`config.mk`:
```
export PLATFORM = sky130hd
export DESIGN_NAME = ext_bus_ctrl
export DESIGN_NICKNAME = d
export VERILOG_FILES = /design/src/rtl/ebc_pkg.sv /design/src/rtl/ebc_cycle_fsm.sv /design/src/rtl/ebc_hold_arb.sv /design/src/rtl/ebc_pad_mux.sv /design/src/rtl/ext_bus_ctrl.sv
export SDC_FILE = /design/constraint.sdc
export NUM_CORES = 1
export LEC_CHECK = 0
export BUFFER_PORTS_ARGS = -buffer_cell sky130_fd_sc_hd__buf_4
export CAP_MARGIN = 10
export CORE_MARGIN = 1.5
export CORE_UTILIZATION = 35
export DETAILED_ROUTE_END_ITERATION = 16
export PLACE_DENSITY = 0.69
export SLEW_MARGIN = 0
export SYNTH_ARGS = -nofsm -noshare
export SYNTH_HDL_FRONTEND = slang
export SYNTH_SLANG_ARGS = --single-unit
```
`constraint.sdc`:
```
create_clock -name clk -period 5.8 [get_ports clk]
set_input_delay 1.16 -clock clk [delete_from_list [all_inputs] [get_ports clk]]
set_output_delay 1.16 -clock clk [all_outputs]
set_load 0.01 [all_outputs]
```
`src/rtl/ebc_pkg.sv`:
```
// Shared widths and types for the multiplexed external bus controller.
// Assumes a 16-bit shared address/data bus with two byte lanes.
package ebc_pkg;
    parameter int EBC_ADDR_W = 21;
    parameter int EBC_DATA_W = 16;
    localparam int EBC_BE_W  = EBC_DATA_W / 8;
    localparam int EBC_HI_W  = EBC_ADDR_W - EBC_DATA_W;

    typedef enum logic [1:0] {
        PH_IDLE  = 2'd0,
        PH_ADDR  = 2'd1,
        PH_STRB  = 2'd2,
        PH_RECOV = 2'd3
    } ebc_phase_e;

    typedef struct packed {
        logic                  write;
        logic                  fetch;
        logic [EBC_BE_W-1:0]   be;
        logic [EBC_ADDR_W-1:0] addr;
        logic [EBC_DATA_W-1:0] wdata;
    } ebc_req_t;
endpackage

```
`src/rtl/ebc_cycle_fsm.sv`:
```
// Bus cycle sequencer: idle, address, strobe (with wait states), recovery.
// Assumes 'start' is already qualified by idle and hold state; the wait
// count is sampled in the address phase; read data is captured on the
// final strobe cycle.
module ebc_cycle_fsm
    import ebc_pkg::*;
#(
    parameter int WS_W = 4
) (
    input  logic                  clk,
    input  logic                  rst_n,
    input  logic                  start,
    input  ebc_req_t              req_in,
    input  logic [WS_W-1:0]       ws_count,
    input  logic                  ready,
    input  logic [EBC_DATA_W-1:0] ad_in,
    output ebc_phase_e            phase,
    output ebc_req_t              cur_req,
    output logic [EBC_DATA_W-1:0] rdata
);
    logic [WS_W-1:0] wait_cnt;

    // Advance the cycle phase, count wait states and capture read data.
    always_ff @(posedge clk) begin
        if (!rst_n) begin
            phase    <= PH_IDLE;
            wait_cnt <= '0;
            cur_req  <= '0;
            rdata    <= '0;
        end else begin
            case (phase)
                PH_IDLE: begin
                    if (start) begin
                        cur_req <= req_in;
                        phase   <= PH_ADDR;
                    end
                end
                PH_ADDR: begin
                    wait_cnt <= ws_count;
                    phase    <= PH_STRB;
                end
                PH_STRB: begin
                    if (wait_cnt != '0) begin
                        wait_cnt <= wait_cnt - 1'b1;
                    end else if (ready) begin
                        if (!cur_req.write) rdata <= ad_in;
                        phase <= PH_RECOV;
                    end
                end
                default: phase <= PH_IDLE;
            endcase
        end
    end


    addr_len_chk: assert property (@(posedge clk) disable iff (!rst_n)
        phase == PH_ADDR |=> phase == PH_STRB);

    wait_hold_chk: assert property (@(posedge clk) disable iff (!rst_n)
        (phase == PH_STRB && wait_cnt != '0) |=> phase == PH_STRB);

    ready_hold_chk: assert property (@(posedge clk) disable iff (!rst_n)
        (phase == PH_STRB && !ready) |=> phase == PH_STRB);

    recov_len_chk: assert property (@(posedge clk) disable iff (!rst_n)
        phase == PH_RECOV |=> phase == PH_IDLE);
endmodule

```
`src/rtl/ebc_hold_arb.sv`:
```
// Hold/acknowledge arbiter: grants the bus to an external master only
// while no cycle is running and reports pending internal requests.
// Assumes hold_n is already synchronous to clk.
module ebc_hold_arb (
    input  logic clk,
    input  logic rst_n,
    input  logic bus_idle,
    input  logic hold_n,
    input  logic req_valid,
    output logic held,
    output logic hlda_n,
    output logic breq_n
);
    // Enter the granted state from idle, leave when the request drops.
    always_ff @(posedge clk) begin
        if (!rst_n) begin
            held <= 1'b0;
        end else if (!held && bus_idle && !hold_n) begin
            held <= 1'b1;
        end else if (held && hold_n) begin
            held <= 1'b0;
        end
    end

    // Drive the acknowledge and pending-request pins.
    always_comb begin
        hlda_n = !held;
        breq_n = !(held && req_valid);
    end


    grant_idle_chk: assert property (@(posedge clk) disable iff (!rst_n)
        $rose(held) |-> $past(bus_idle));

    release_chk: assert property (@(posedge clk) disable iff (!rst_n)
        (held && hold_n) |=> !held);
endmodule

```
`src/rtl/ebc_pad_mux.sv`:
```
// Pin decoder: turns the cycle phase, the latched request and the hold
// state into pad values, enables and bus strobes. Purely combinational;
// the clock and reset serve only the embedded checks.
module ebc_pad_mux
    import ebc_pkg::*;
(
    input  logic                  clk,
    input  logic                  rst_n,
    input  ebc_phase_e            phase,
    input  logic                  held,
    input  ebc_req_t              cur_req,
    input  logic [EBC_DATA_W-1:0] gpio_out,
    input  logic [EBC_DATA_W-1:0] gpio_oe,
    output logic [EBC_DATA_W-1:0] ad_out,
    output logic [EBC_DATA_W-1:0] ad_oe,
    output logic [EBC_HI_W-1:0]   a_hi,
    output logic                  ale,
    output logic                  rd_n,
    output logic                  wr_n,
    output logic                  wrl_n,
    output logic                  wrh_n,
    output logic                  bhe_n,
    output logic                  inst
);
    // Decode all pins from the current phase.
    always_comb begin
        ad_out = gpio_out;
        ad_oe  = held ? '0 : gpio_oe;
        a_hi   = '0;
        ale    = 1'b0;
        rd_n   = 1'b1;
        wr_n   = 1'b1;
        wrl_n  = 1'b1;
        wrh_n  = 1'b1;
        bhe_n  = 1'b1;
        inst   = 1'b0;
        case (phase)
            PH_ADDR: begin
                ad_out = cur_req.addr[EBC_DATA_W-1:0];
                ad_oe  = '1;
                a_hi   = cur_req.addr[EBC_ADDR_W-1:EBC_DATA_W];
                ale    = 1'b1;
                bhe_n  = !cur_req.be[1];
                inst   = cur_req.fetch;
            end
            PH_STRB: begin
                a_hi   = cur_req.addr[EBC_ADDR_W-1:EBC_DATA_W];
                ad_out = cur_req.wdata;
                ad_oe  = cur_req.write ? '1 : '0;
                rd_n   = cur_req.write;
                wr_n   = !cur_req.write;
                wrl_n  = !(cur_req.write && cur_req.be[0]);
                wrh_n  = !(cur_req.write && cur_req.be[1]);
                bhe_n  = !cur_req.be[1];
                inst   = cur_req.fetch;
            end
            PH_RECOV: begin
                a_hi   = cur_req.addr[EBC_ADDR_W-1:EBC_DATA_W];
                ad_out = cur_req.wdata;
                ad_oe  = '0;
                inst   = cur_req.fetch;
            end
            default: ;
        endcase
    end


    hold_quiet_chk: assert property (@(posedge clk) disable iff (!rst_n)
        held |-> (ad_oe == '0 && rd_n && wr_n && !ale));

    ale_then_strobe_chk: assert property (@(posedge clk) disable iff (!rst_n)
        ale |=> (!rd_n || !wr_n));

    byte_strobe_chk: assert property (@(posedge clk) disable iff (!rst_n)
        (!wrl_n || !wrh_n) |-> !wr_n);

    inst_stable_chk: assert property (@(posedge clk) disable iff (!rst_n)
        (phase != PH_IDLE && $past(phase) != PH_IDLE) |-> $stable(inst));
endmodule

```
`src/rtl/ext_bus_ctrl.sv`:
```
// Multiplexed external bus controller top: accepts one core request at a
// time, runs an address/strobe/recovery cycle on shared AD pins, and
// hands the bus to an external master between cycles.
// Assumes synchronous inputs and a single outstanding request.
module ext_bus_ctrl
    import ebc_pkg::*;
#(
    parameter int WS_W = 4
) (
    input  logic                  clk,
    input  logic                  rst_n,
    input  logic                  req_valid,
    output logic                  req_ready,
    input  logic                  req_write,
    input  logic                  req_fetch,
    input  logic [EBC_BE_W-1:0]   req_be,
    input  logic [EBC_ADDR_W-1:0] req_addr,
    input  logic [EBC_DATA_W-1:0] req_wdata,
    input  logic [WS_W-1:0]       ws_count,
    input  logic                  ready,
    output logic                  rsp_valid,
    output logic [EBC_DATA_W-1:0] rsp_rdata,
    input  logic [EBC_DATA_W-1:0] gpio_out,
    input  logic [EBC_DATA_W-1:0] gpio_oe,
    input  logic [EBC_DATA_W-1:0] ad_in,
    output logic [EBC_DATA_W-1:0] ad_out,
    output logic [EBC_DATA_W-1:0] ad_oe,
    output logic [EBC_HI_W-1:0]   a_hi,
    output logic                  ale,
    output logic                  rd_n,
    output logic                  wr_n,
    output logic                  wrl_n,
    output logic                  wrh_n,
    output logic                  bhe_n,
    output logic                  inst,
    input  logic                  hold_n,
    output logic                  hlda_n,
    output logic                  breq_n
);
    ebc_phase_e phase;
    ebc_req_t   cur_req;
    ebc_req_t   new_req;
    logic       held;
    logic       bus_idle;
    logic       start;

    // Gather the request fields and qualify acceptance.
    always_comb begin
        new_req.write = req_write;
        new_req.fetch = req_fetch;
        new_req.be    = req_be;
        new_req.addr  = req_addr;
        new_req.wdata = req_wdata;
        bus_idle      = (phase == PH_IDLE);
        req_ready     = bus_idle && !held && hold_n;
        start         = req_ready && req_valid;
        rsp_valid     = (phase == PH_RECOV);
    end

    ebc_cycle_fsm #(.WS_W(WS_W)) u_fsm (
        .clk(clk), .rst_n(rst_n), .start(start), .req_in(new_req),
        .ws_count(ws_count), .ready(ready), .ad_in(ad_in),
        .phase(phase), .cur_req(cur_req), .rdata(rsp_rdata)
    );

    ebc_hold_arb u_arb (
        .clk(clk), .rst_n(rst_n), .bus_idle(bus_idle), .hold_n(hold_n),
        .req_valid(req_valid), .held(held), .hlda_n(hlda_n), .breq_n(breq_n)
    );

    ebc_pad_mux u_pads (
        .clk(clk), .rst_n(rst_n), .phase(phase), .held(held), .cur_req(cur_req),
        .gpio_out(gpio_out), .gpio_oe(gpio_oe), .ad_out(ad_out), .ad_oe(ad_oe),
        .a_hi(a_hi), .ale(ale), .rd_n(rd_n), .wr_n(wr_n), .wrl_n(wrl_n),
        .wrh_n(wrh_n), .bhe_n(bhe_n), .inst(inst)
    );


    rsp_pulse_chk: assert property (@(posedge clk) disable iff (!rst_n)
        rsp_valid |=> !rsp_valid);

    no_accept_held_chk: assert property (@(posedge clk) disable iff (!rst_n)
        !hlda_n |-> !req_ready);
endmodule

```
# Word level (Yosys, flattened, before mapping)
# Cells that the tools add are included.
[totals]
register_bits = 64
elab_cells = 65
out_inout_bits = 64
inputBits = 98
[classes]
reduce_logical = 26
bitwise_logic = 2
n_eq_ne = 7
muxes = 20
n_addsub = 1
[op_table]
columns = ["operator", "count"]
rows = [
  ["$pmux 16 s3", 1],
  ["$mux 16", 2],
  ["$pmux 16 s2", 1],
  ["$mux 1", 9],
  ["$logic_and 1x1->1", 8],
  ["$pmux 4 s2", 1],
  ["$logic_not 1->1", 7],
  ["$mux 2", 3],
  ["$ne 2x2->1 const B", 3],
  ["$pmux 2 s3", 1],
  ["$mux 5", 1],
  ["$eq 2x2->1 const B", 2],
  ["$mux 4", 1],
  ["$reduce_and 2->1", 2],
  ["$reduce_and 4->1", 1],
  ["$reduce_bool 2->1", 2],
  ["$reduce_bool 4->1", 1],
  ["$reduce_or 2->1", 2],
  ["$sub 4x1->4 const B", 1],
  ["$reduce_and 3->1", 1],
  ["$reduce_or 3->1", 1],
  ["$eq 2x1->1 const B", 1],
  ["$logic_not 2->1", 1],
  ["$ne 2x1->1 const B", 1],
  ["$not 1->1", 2],
]

# Logic depth before layout (Yosys ltp)
# Gate-level depths: netlist of the first run.
[logic_depth]
depth_word = 6
ltp_mapped = 9
depth_no_buf = 6

# Modules after synthesis
# Synthesis of the first run repeated with hierarchy kept, for this count alone.
[hier_totals]
cells_unflattened = 431
area_unflattened_um2 = 3360.7
[by_module_without_submodules]
columns = ["module", "area_per_inst_um2", "instances", "cells_each", "seq_area_each_um2"]
rows = [
  ["ebc_cycle_fsm", 2557.5, 1, 303, 1261.2],
  ["ebc_pad_mux", 726.9, 1, 119, 0.0],
  ["ebc_hold_arb", 43.8, 1, 5, 20.0],
  ["ext_bus_ctrl", 32.5, 1, 4, 0.0],
]

# Worst setup path after synthesis of the first run
# No wires, ideal clock.
[synth_timing]
path_kind = "register -> output"
from = "register u_fsm.phase[0]"
to = "output port ad_out[10]"
path_buffers = 3
arrival_ns = 1.619
setup_slack_ns = 3.021
path_stages_with_launch = 9
path_cell_list = "dfxtp_1 inv_1 ha_1 buf_6 or2_2 buf_2 buf_6 a22oi_1 o21ai_0"
[synth_between]
elab_chain_len = 3
elab_cells_between_ends = 5
classes_between = "eq/ne: 3; mux: 1; reduce/logical: 1"
[synth_rtl]
columns = ["element", "line_no", "source"]
rows = [
  ["start: declaration", "ebc_cycle_fsm.sv:17", "output ebc_phase_e phase,"],
  ["start signal: assignment", "ebc_cycle_fsm.sv:26", "phase <= PH_IDLE;"],
  ["start signal: assignment", "ebc_cycle_fsm.sv:35", "phase <= PH_ADDR;"],
  ["start signal: assignment", "ebc_cycle_fsm.sv:40", "phase <= PH_STRB;"],
  ["$eq 2x2->1", "ebc_pad_mux.sv:37", "case (phase)"],
  ["$reduce_or 2->1 (no source line)", "n/a", ""],
  ["$pmux 16 s2 *", "ebc_pad_mux.sv:37", ""],
  ["end: declaration", "ext_bus_ctrl.sv:26", "output logic [EBC_DATA_W-1:0] ad_out,"],
]
# Every way passes the cells marked *; elsewhere a longest branch is shown, timed or not.

# Final worst setup path of the first run
[layout_timing]
from = "register u_fsm.phase[0]"
to = "output port ad_oe[2]"
[layout_between]
elab_chain_len = 2
elab_cells_between_ends = 4
classes_between = "eq/ne: 3; mux: 1"
[layout_rtl]
columns = ["element", "line_no", "source"]
rows = [
  ["$eq 2x2->1 / $eq 2x1->1 (equally long branches)", "ebc_pad_mux.sv:37", ""],
  ["$pmux 16 s3 *", "ebc_pad_mux.sv:37", ""],
  ["end: declaration", "ext_bus_ctrl.sv:27", "output logic [EBC_DATA_W-1:0] ad_oe,"],
]
# Marks and branches as above.

==> qor.yml, run 1 <==
outcome:
  outcome: "completed"
floorplan:
  rows: 33
  core_area_sq_mm: 0.008341
  start_util_pct: 36.80
  die_x_microns: 96.65
  ios: 162
  die_h_microns: 96.65
  die_area_sq_mm: 0.009340
setup_path:
  crit_arrival_ns: 2.52
  end_kind: "output port"
  crit_top_cell: "buf_4"
  max_stage_delay_ns: 0.86
  path_max_fanout: 39
  critical_path_buf_inv_count: 3
  cp_num_cells: 6
  crit_required_ns: 4.64
  crit_chain: "inv_1, ha_1, buf_4, nor2b_1, a21o_1, buf_4"
  cp-start-kind: "register"
  critPathKind: "register to output port"
  cp_top_family: "simple AND/OR/NAND/NOR gates"
  r2r_cells: 5
  worst_path_max_delay_cell: "nor2b_1"
pwr:
  ir_worst_vdd_mv: 0.1766
  powerDensity_mw_per_mm2: 378.8
  fin_total_pwr_uw: 1691
  p_leak_uw: 0.001954
clocking:
  cts_resized: 0
  clkLatencyLatePin_ns: 0.33
  cts_tree: "done"
  cts_root_buf: "clkbuf_8"
  cts_hold_buf: 0
  post-cts-setup-buffer-count: 0
  numCtsBuffers: 9
  clock_sinks: 64
  cts_buffer_depth: 2
  htree_num_levels: 3
  path_clk_slew_ns: 0.07
synthesis:
  ys.warnings.count: 0
  syn_area_sq_mm: 0.003069
  synth.distinct_cells: 35
  syn_avg_cell_area_sq_um: 7.673
  yosys-top-cells-area: "dfxtp_1, nand2_1, a21oi_1"
  yosysTopAreaCellShare_pct: 41.74
  seq_area_frac_synth_pct: 41.74
  synth_fp_nets: 505
  ys_ff_latch: 64
  synth_top_area_cell: "dfxtp_1"
  syn_inst: 400
sta:
  tightestPinTransition_ns: 1.125
  timing.final.crit_share_pct: 63.48
  hold_viol: 0
  skew_ns: 0.005399
  min_period_ns: 3.682
  drv_slew: 0
  setup_viol: 0
  clock.fmax_mhz: 271.6
  worst_slew_margin_rel_pct: 24.47
  whs_ns: 0.4495
  finalSetupTns_ns: 0
  grt_setup_unrepaired: "no"
  setup_slack_ns: 2.118
min_path:
  whs_path_depth: 2
  hold_class: "register to register"
place:
  portBuffers: 161
  pre_cts_ws_ns: 2.534
  dp_hpwl_microns: 6295
  gp_congestion: 0.8143
layout:
  final_core_utilization_pct: 53.53
  syn_to_final_growth_pct: 45.45
  drive_above_1_share_pct: 34.25
  diodes: 0
  nets: 647
routing:
  wl_per_cell_microns: 13.75
  vias: 3247
  drc_errors: 0
  viasPerCell: 4.988
  ant_nets: 0
  wl_microns: 8953
  drtIter0Drc: 114
  dr.pass1.iters: 4
grt:
  grt_pass1_vias: 3129
  grt_overflow: 0
  antenna_found_initial: 0
  grt_max_degree: 63
  grt_pass1_wl_microns: 14590
  grt_usage_pct: 18.70
run:
  drv_cap: 0
layer usage:
layer / up-vias / GRT usage (%) / part of all wire, %
li1: 1645 / - / -
met1: 1482 / 23.40 / 44
met2: 113 / 31.25 / 48
met3: 7 / 5.636 / 7.7
met4: 0 / 5.017 / 0.76
met5: - / 0 / 0
sequential cells by signal, indices dropped and copies added (netlist names):
register,count
u_arb.held,1
u_fsm.phase,2
u_fsm.cur_req,41
u_fsm.wait_cnt,4
u_fsm.rdata,16
cells in the mapped netlist, drive strengths merged:
library cell    n
nand4b          2
xnor2           1
o21ai          35
nand3b          1
nand3          19
and4b           1
or2             1
or3             2
o311a           1
ha              7
and4bb          1
nor2            5
a21oi          58
inv             8
buf            16
a21o           16
o31ai           1
dfxtp          64
mux2i           3
nor3            2
nor4bb          1
clkbuf         18
and3            1
nor2b          10
nand4bb         1
nand2         105
a22oi          17
or4             1
a31oi           1
a221oi          1
placed cells by master (no fill, tap or decap), types with 2 or more instances in the layout:
master	n
or3_1	2
a22oi_1	17
o21ai_1	3
nor2_1	5
nand3_1	19
dfxtp_1	64
a21o_1	16
clkbuf_8	13
nand4b_1	2
inv_1	6
inv_2	2
mux2i_1	3
nor2b_1	10
a21oi_1	58
o21ai_0	32
buf_4	165
ha_1	7
nand2_1	105
nor3_1	2
worst min-delay path: stages, from the launching register on:
cell     delay, ns
dfxtp_1       0.31
nand2_1       0.05
a21oi_1       0.05
path summary, 6_finish.rpt:
kind / endpoint / slack (ns) / start
worst min-delay path: u_fsm.cur_req[36] / 0.45 / u_fsm.cur_req[36]
worst min register to register: u_fsm.cur_req[36] / 0.45 / u_fsm.cur_req[36]
worst max register to register: u_fsm.wait_cnt[0] / 3.59 / u_fsm.phase[1]
worst max-delay path: ad_oe[2] / 2.12 / u_fsm.phase[0]
cells by family after synthesis:
logic type	share of synthesized area, %
AOI/OAI and AO/OA	24.50
DFF	41.74
buffers and inverters	6.400
muxes	0.9784
and+or+nand+nor	23.24
adders and majority gates	2.854
xor gates and xnor gates	0.2854
through the flow:
| stage | instance area (sq um) | std cells |
|---|---|---|
| 4_1_cts | 4464 | 651 |
| 3_3_place_gp | 4273 | 636 |
| 2_1_floorplan | 3069 | 400 |
| 3_5_place_dp | 4273 | 636 |
| 5_1_grt | 4464 | 651 |
| 6_report | 4464 | 651 |
report_power, final:
| group | total [uW] | internal (uW) | switching (uW) | leakage [uW] |
|---|---|---|---|---|
| Sequential | 535 | 493 | 42.1 | 0.000520 |
| Clock | 364 | 199 | 165 | 0.0000975 |
| Combinational | 792 | 355 | 438 | 0.00134 |
final cells by class:
cell class	instances	area, sq um
clock inverters	2	12.51
multi-input cells	294	1592
fillers	814	3876
inverters	8	30.03
clock buffers	13	178.9
well taps	105	131.4
flip-flops and latches	64	1281
repair buffers	165	1239
No activity file was read; power rests on OpenSTA's default activity.
==> inputs of run 2 (changes only) <==
--- a/config.mk
+++ b/config.mk
@@ -5,12 +5,13 @@
 export SDC_FILE = /design/constraint.sdc
 export NUM_CORES = 1
 export LEC_CHECK = 0
+export ABC_AREA = 1
 export BUFFER_PORTS_ARGS = -buffer_cell sky130_fd_sc_hd__buf_4
 export CAP_MARGIN = 10
 export CORE_MARGIN = 1.5
 export CORE_UTILIZATION = 35
 export DETAILED_ROUTE_END_ITERATION = 16
-export PLACE_DENSITY = 0.69
+export PLACE_DENSITY = 0.68
 export SLEW_MARGIN = 0
 export SYNTH_ARGS = -nofsm -noshare
 export SYNTH_HDL_FRONTEND = slang
==> constraint.sdc (replaced) <==
create_clock -name clk -period 3.4 [get_ports clk]
set_input_delay 0.68 -clock clk [delete_from_list [all_inputs] [get_ports clk]]
set_output_delay 0.68 -clock clk [all_outputs]
set_load 0.01 [all_outputs]
==> run 2 against run 1 <==
Effect of this change: clock skew is 0.00067 ns higher; core utilization is 0.77 points lower; cell count is 8.4% higher; wire length is 3.1% higher; global-route usage is 0.42 points higher; synthesized cell count is 12% higher; combinational power is 96% higher; cell area is 2.6% higher; non-clock buffer count is 1 higher; worst setup slack worse by 1.6 ns; hold slack better by 0.0075 ns; critical path type unchanged; critical endpoint is now ad_out[3]; highest routed layer unchanged.
==> qor.yml, run 2 <==
sta:
  whs_ns: 0.4570  # was 0.4495 ns
  skew_ns: 0.006064  # was 0.005399 ns
  tightestPinTransition_ns: 0.7878  # was 1.125 ns
  worst_slew_margin_rel_pct: 47.48  # was 24.47%
  hold_viol: 0  # unchanged
  grt_setup_unrepaired: "no"  # unchanged
  timing.final.crit_share_pct: 85.07
  finalSetupTns_ns: 0  # unchanged
  setup_viol: 0  # unchanged
  setup_slack_ns: 0.5076  # was 2.118 ns
  min_period_ns: 2.892
  drv_slew: 0  # unchanged
  clock.fmax_mhz: 345.7
layout:
  top_register: "u_fsm.cur_req"  # unchanged
  layout_commonest_cell: "buf_4"  # unchanged
  regArea_sq_mm: 0.001281  # unchanged
  nets: 698  # was 647
  multi_input_area_sq_mm: 0.001541  # was 0.001592 sq mm
  drive_above_1_share_pct: 35.12  # was 34.25%
  filler_cell_count: 871  # was 814
  syn_to_final_growth_pct: 46.59  # was 45.45%
  largestRegisters: "u_fsm.cur_req x41, u_fsm.rdata x16, u_fsm.wait_cnt x4"  # unchanged
  largest_reg_flops: 41  # unchanged
  diodes: 0  # unchanged
  fin_cells: 706  # was 651
  final_cell_mix: "buf_4, nand2_1, dfxtp_1"  # unchanged
setup_path:
  crit_chain: "inv_1, ha_1, nor2_4, nor2_1, a21oi_1, o21ai_0, buf_4"  # was inv_1, ha_1, buf_4, nor2b_1, a21o_1, buf_4
  r2r_cells: 9  # was 5
  cp-start-kind: "register"  # unchanged
  path_max_fanout: 16  # was 39
  crit_required_ns: 2.72  # was 4.64 ns
  max_stage_delay_ns: 0.46  # was 0.86 ns
  crit_arrival_ns: 2.21  # was 2.52 ns
  critPathKind: "register to output port"  # unchanged
  cp_top_family: "simple AND/OR/NAND/NOR gates"  # unchanged
  worst_path_max_delay_cell: "dfxtp_1"  # was nor2b_1
  critical_path_buf_inv_count: 2  # was 3
  cp_num_cells: 7  # was 6
  end_kind: "output port"  # unchanged
clocking:
  htree_num_levels: 3  # unchanged
  cts_buffer_depth: 2  # unchanged
  cts_tree: "done"  # unchanged
  post-cts-setup-buffer-count: 0  # unchanged
  numCtsBuffers: 9  # unchanged
  clock_sinks: 64  # unchanged
  cts_hold_buf: 0  # unchanged
  path_clk_slew_ns: 0.07  # about the same
  cts_root_buf: "clkbuf_8"  # unchanged
  clkLatencyLatePin_ns: 0.34  # was 0.33 ns
  cts_resized: 0  # unchanged
synthesis:
  yosysTopAreaCellShare_pct: 41.03  # was 41.74%
  ys.warnings.count: 0  # unchanged
  syn_avg_cell_area_sq_um: 7.002  # was 7.673 sq um
  synth_edf_count: 0  # unchanged
  syn_area_sq_mm: 0.003123  # was 0.003069 sq mm
  seq_area_frac_synth_pct: 41.03  # was 41.74%
  synth_top_area_cell: "dfxtp_1"  # unchanged
  yosys.cell_count.top_type: "nand2_1"  # unchanged
  yosys-top-cells-count: "nand2_1, dfxtp_1, a21oi_1"  # unchanged
  syn_inst: 446  # was 400
  ys_ff_latch: 64  # unchanged
  synth.distinct_cells: 23  # was 35
  synthFlopType: "dfxtp_1"  # unchanged
  synthArstFlopShare_pct: 0  # unchanged
  synth_fp_nets: 551  # was 505
  yosys-top-cells-area: "dfxtp_1, a21oi_1, nand2_1"  # was dfxtp_1, nand2_1, a21oi_1
grt:
  grt_max_degree: 43  # was 63
  antenna_found_initial: 0  # unchanged
  grt_pass1_wl_microns: 14860  # was 14590 microns
  grt_pass1_vias: 3241  # was 3129
  grt_overflow: 0  # unchanged
  grt_usage_pct: 19.12  # was 18.70%
routing:
  viasPerCell: 4.846  # was 4.988
  wl_per_cell_microns: 13.08  # was 13.75 microns
  drtIter0Drc: 94  # was 114
  vias: 3421  # was 3247
  dr.pass1.iters: 6  # was 4
  drc_errors: 0  # unchanged
  ant_nets: 0  # unchanged
  wl_microns: 9231  # was 8953 microns
outcome:
  outcome: "completed"  # unchanged
pwr:
  pwr-share-seq_pct: 29.1  # was 31.7%
  combPwrFrac_pct: 47.9  # was 46.8%
  p_leak_uw: 0.002118  # was 0.001954 uW
  ir_worst_vdd_mv: 0.3443  # was 0.1766 mV
  switchingPower_uw: 1270  # was 644.3 uW
  fin_total_pwr_uw: 3243  # was 1691 uW
  pwr-share-clk_pct: 23.0  # was 21.5%
  power.internal_uw: 1973  # was 1047 uW
  powerDensity_mw_per_mm2: 708.4  # was 378.8 mW/mm^2
  sw_frac_of_total_pct: 39.15  # was 38.10%
run:
  drv_cap: 0  # unchanged
place:
  post-place-cells: 690  # was 636
  gp_congestion: 0.9084  # was 0.8143
  portBuffers: 161  # unchanged
  pre_cts_ws_ns: 0.8810  # was 2.534 ns
  dp_hpwl_microns: 6820  # was 6295 microns
floorplan:
  start_util_pct: 35.99  # was 36.80%
  die_x_microns: 97.46  # was 96.65 microns
  core_area_sq_mm: 0.008678  # was 0.008341 sq mm
  rows: 34  # was 33
  die_area_sq_mm: 0.009498  # was 0.009340 sq mm
  die_h_microns: 97.46  # was 96.65 microns
  ios: 162  # unchanged
min_path:
  whs_path_depth: 2  # unchanged
  hold_class: "register to register"  # unchanged
==> run 2: changes by cell type in the layout (fill, tap and decap cells not counted), sizes merged, moves of 17 or more <==
cell,change
o21ai,+26
nand3,+22
a22oi,-17
inv,+31
nor2,+61
nand2,-31
==> run 2: layout make-up <==
| class | count | area share (%) |
|---|---|---|
| Clock buffer | 10 | 3.006 |
| Tap cell | 108 | 2.952 |
| Sequential cell | 64 | 27.99 |
| Multi-Input combinational cell | 314 | 33.67 |
| Inverter | 38 | 3.170 |
| Timing Repair Buffer | 166 | 27.22 |
| Clock inverter | 6 | 1.995 |
==> run 2: per-layer routing <==
| metal | up-vias | share of wire (%) | routed length (microns) | global-route usage (%) |
|---|---|---|---|---|
| met4 | 0 | 1.8 | 163 | 8.132 |
| li1 | 1750 | - | - | - |
| met2 | 136 | 48 | 4394 | 32.37 |
| met5 | - | 0 | 0 | 0 |
| met3 | 17 | 7.6 | 706 | 5.108 |
| met1 | 1518 | 43 | 3967 | 22.78 |
==> run 2: power groups by stage <==
stage / Combinational, uW / Clock (uW) / Sequential (uW)
6_report: 1550 / 745 / 943
5_1_grt: 1730 / 800 / 957
4_1_cts: 1570 / 767 / 943
3_5_place_dp: 1560 / 0 / 958
3_3_place_gp: 1540 / 0 / 953
2_1_floorplan: 911 / 0 / 950
==> run 2: worst paths after layout <==
kind                     startpoint           endpoint  slack (ns)
setup / recovery     u_fsm.phase[0]          ad_out[3]        0.51
setup reg to reg     u_fsm.phase[0]    u_fsm.rdata[11]        1.25
hold / removal    u_fsm.cur_req[34]  u_fsm.cur_req[34]        0.46
hold reg to reg   u_fsm.cur_req[34]  u_fsm.cur_req[34]        0.46
==> run 2: logic make-up (layout without fill, tap and decap cells) <==
family / count (synthesis) / count (layout) / share of synthesized area [%]
flops: 64 / 64 / 41.03
simple gates: 182 / 182 / 26.00
buf+inv: 68 / 220 / 9.695
compound gates: 125 / 125 / 20.47
fa+ha+maj: 7 / 7 / 2.804
==> run 2: through the flow <==
step	utilization, %	area, sq um
after floorplan	-	3123
after detailed placement	50.12	4349
after CTS	52.75	4578
after global placement	50.12	4349
final	52.75	4578
after global routing	52.75	4578
==> run 2: worst reg2reg max path, stage by stage, from the launching register on <==
cell	delay, ns
dfxtp_1	0.38
inv_1	0.13
ha_1	0.45
inv_2	0.13
nor2_2	0.12
inv_2	0.06
nor2_4	0.37
inv_4	0.20
nor2_2	0.14
nor2_1	0.06
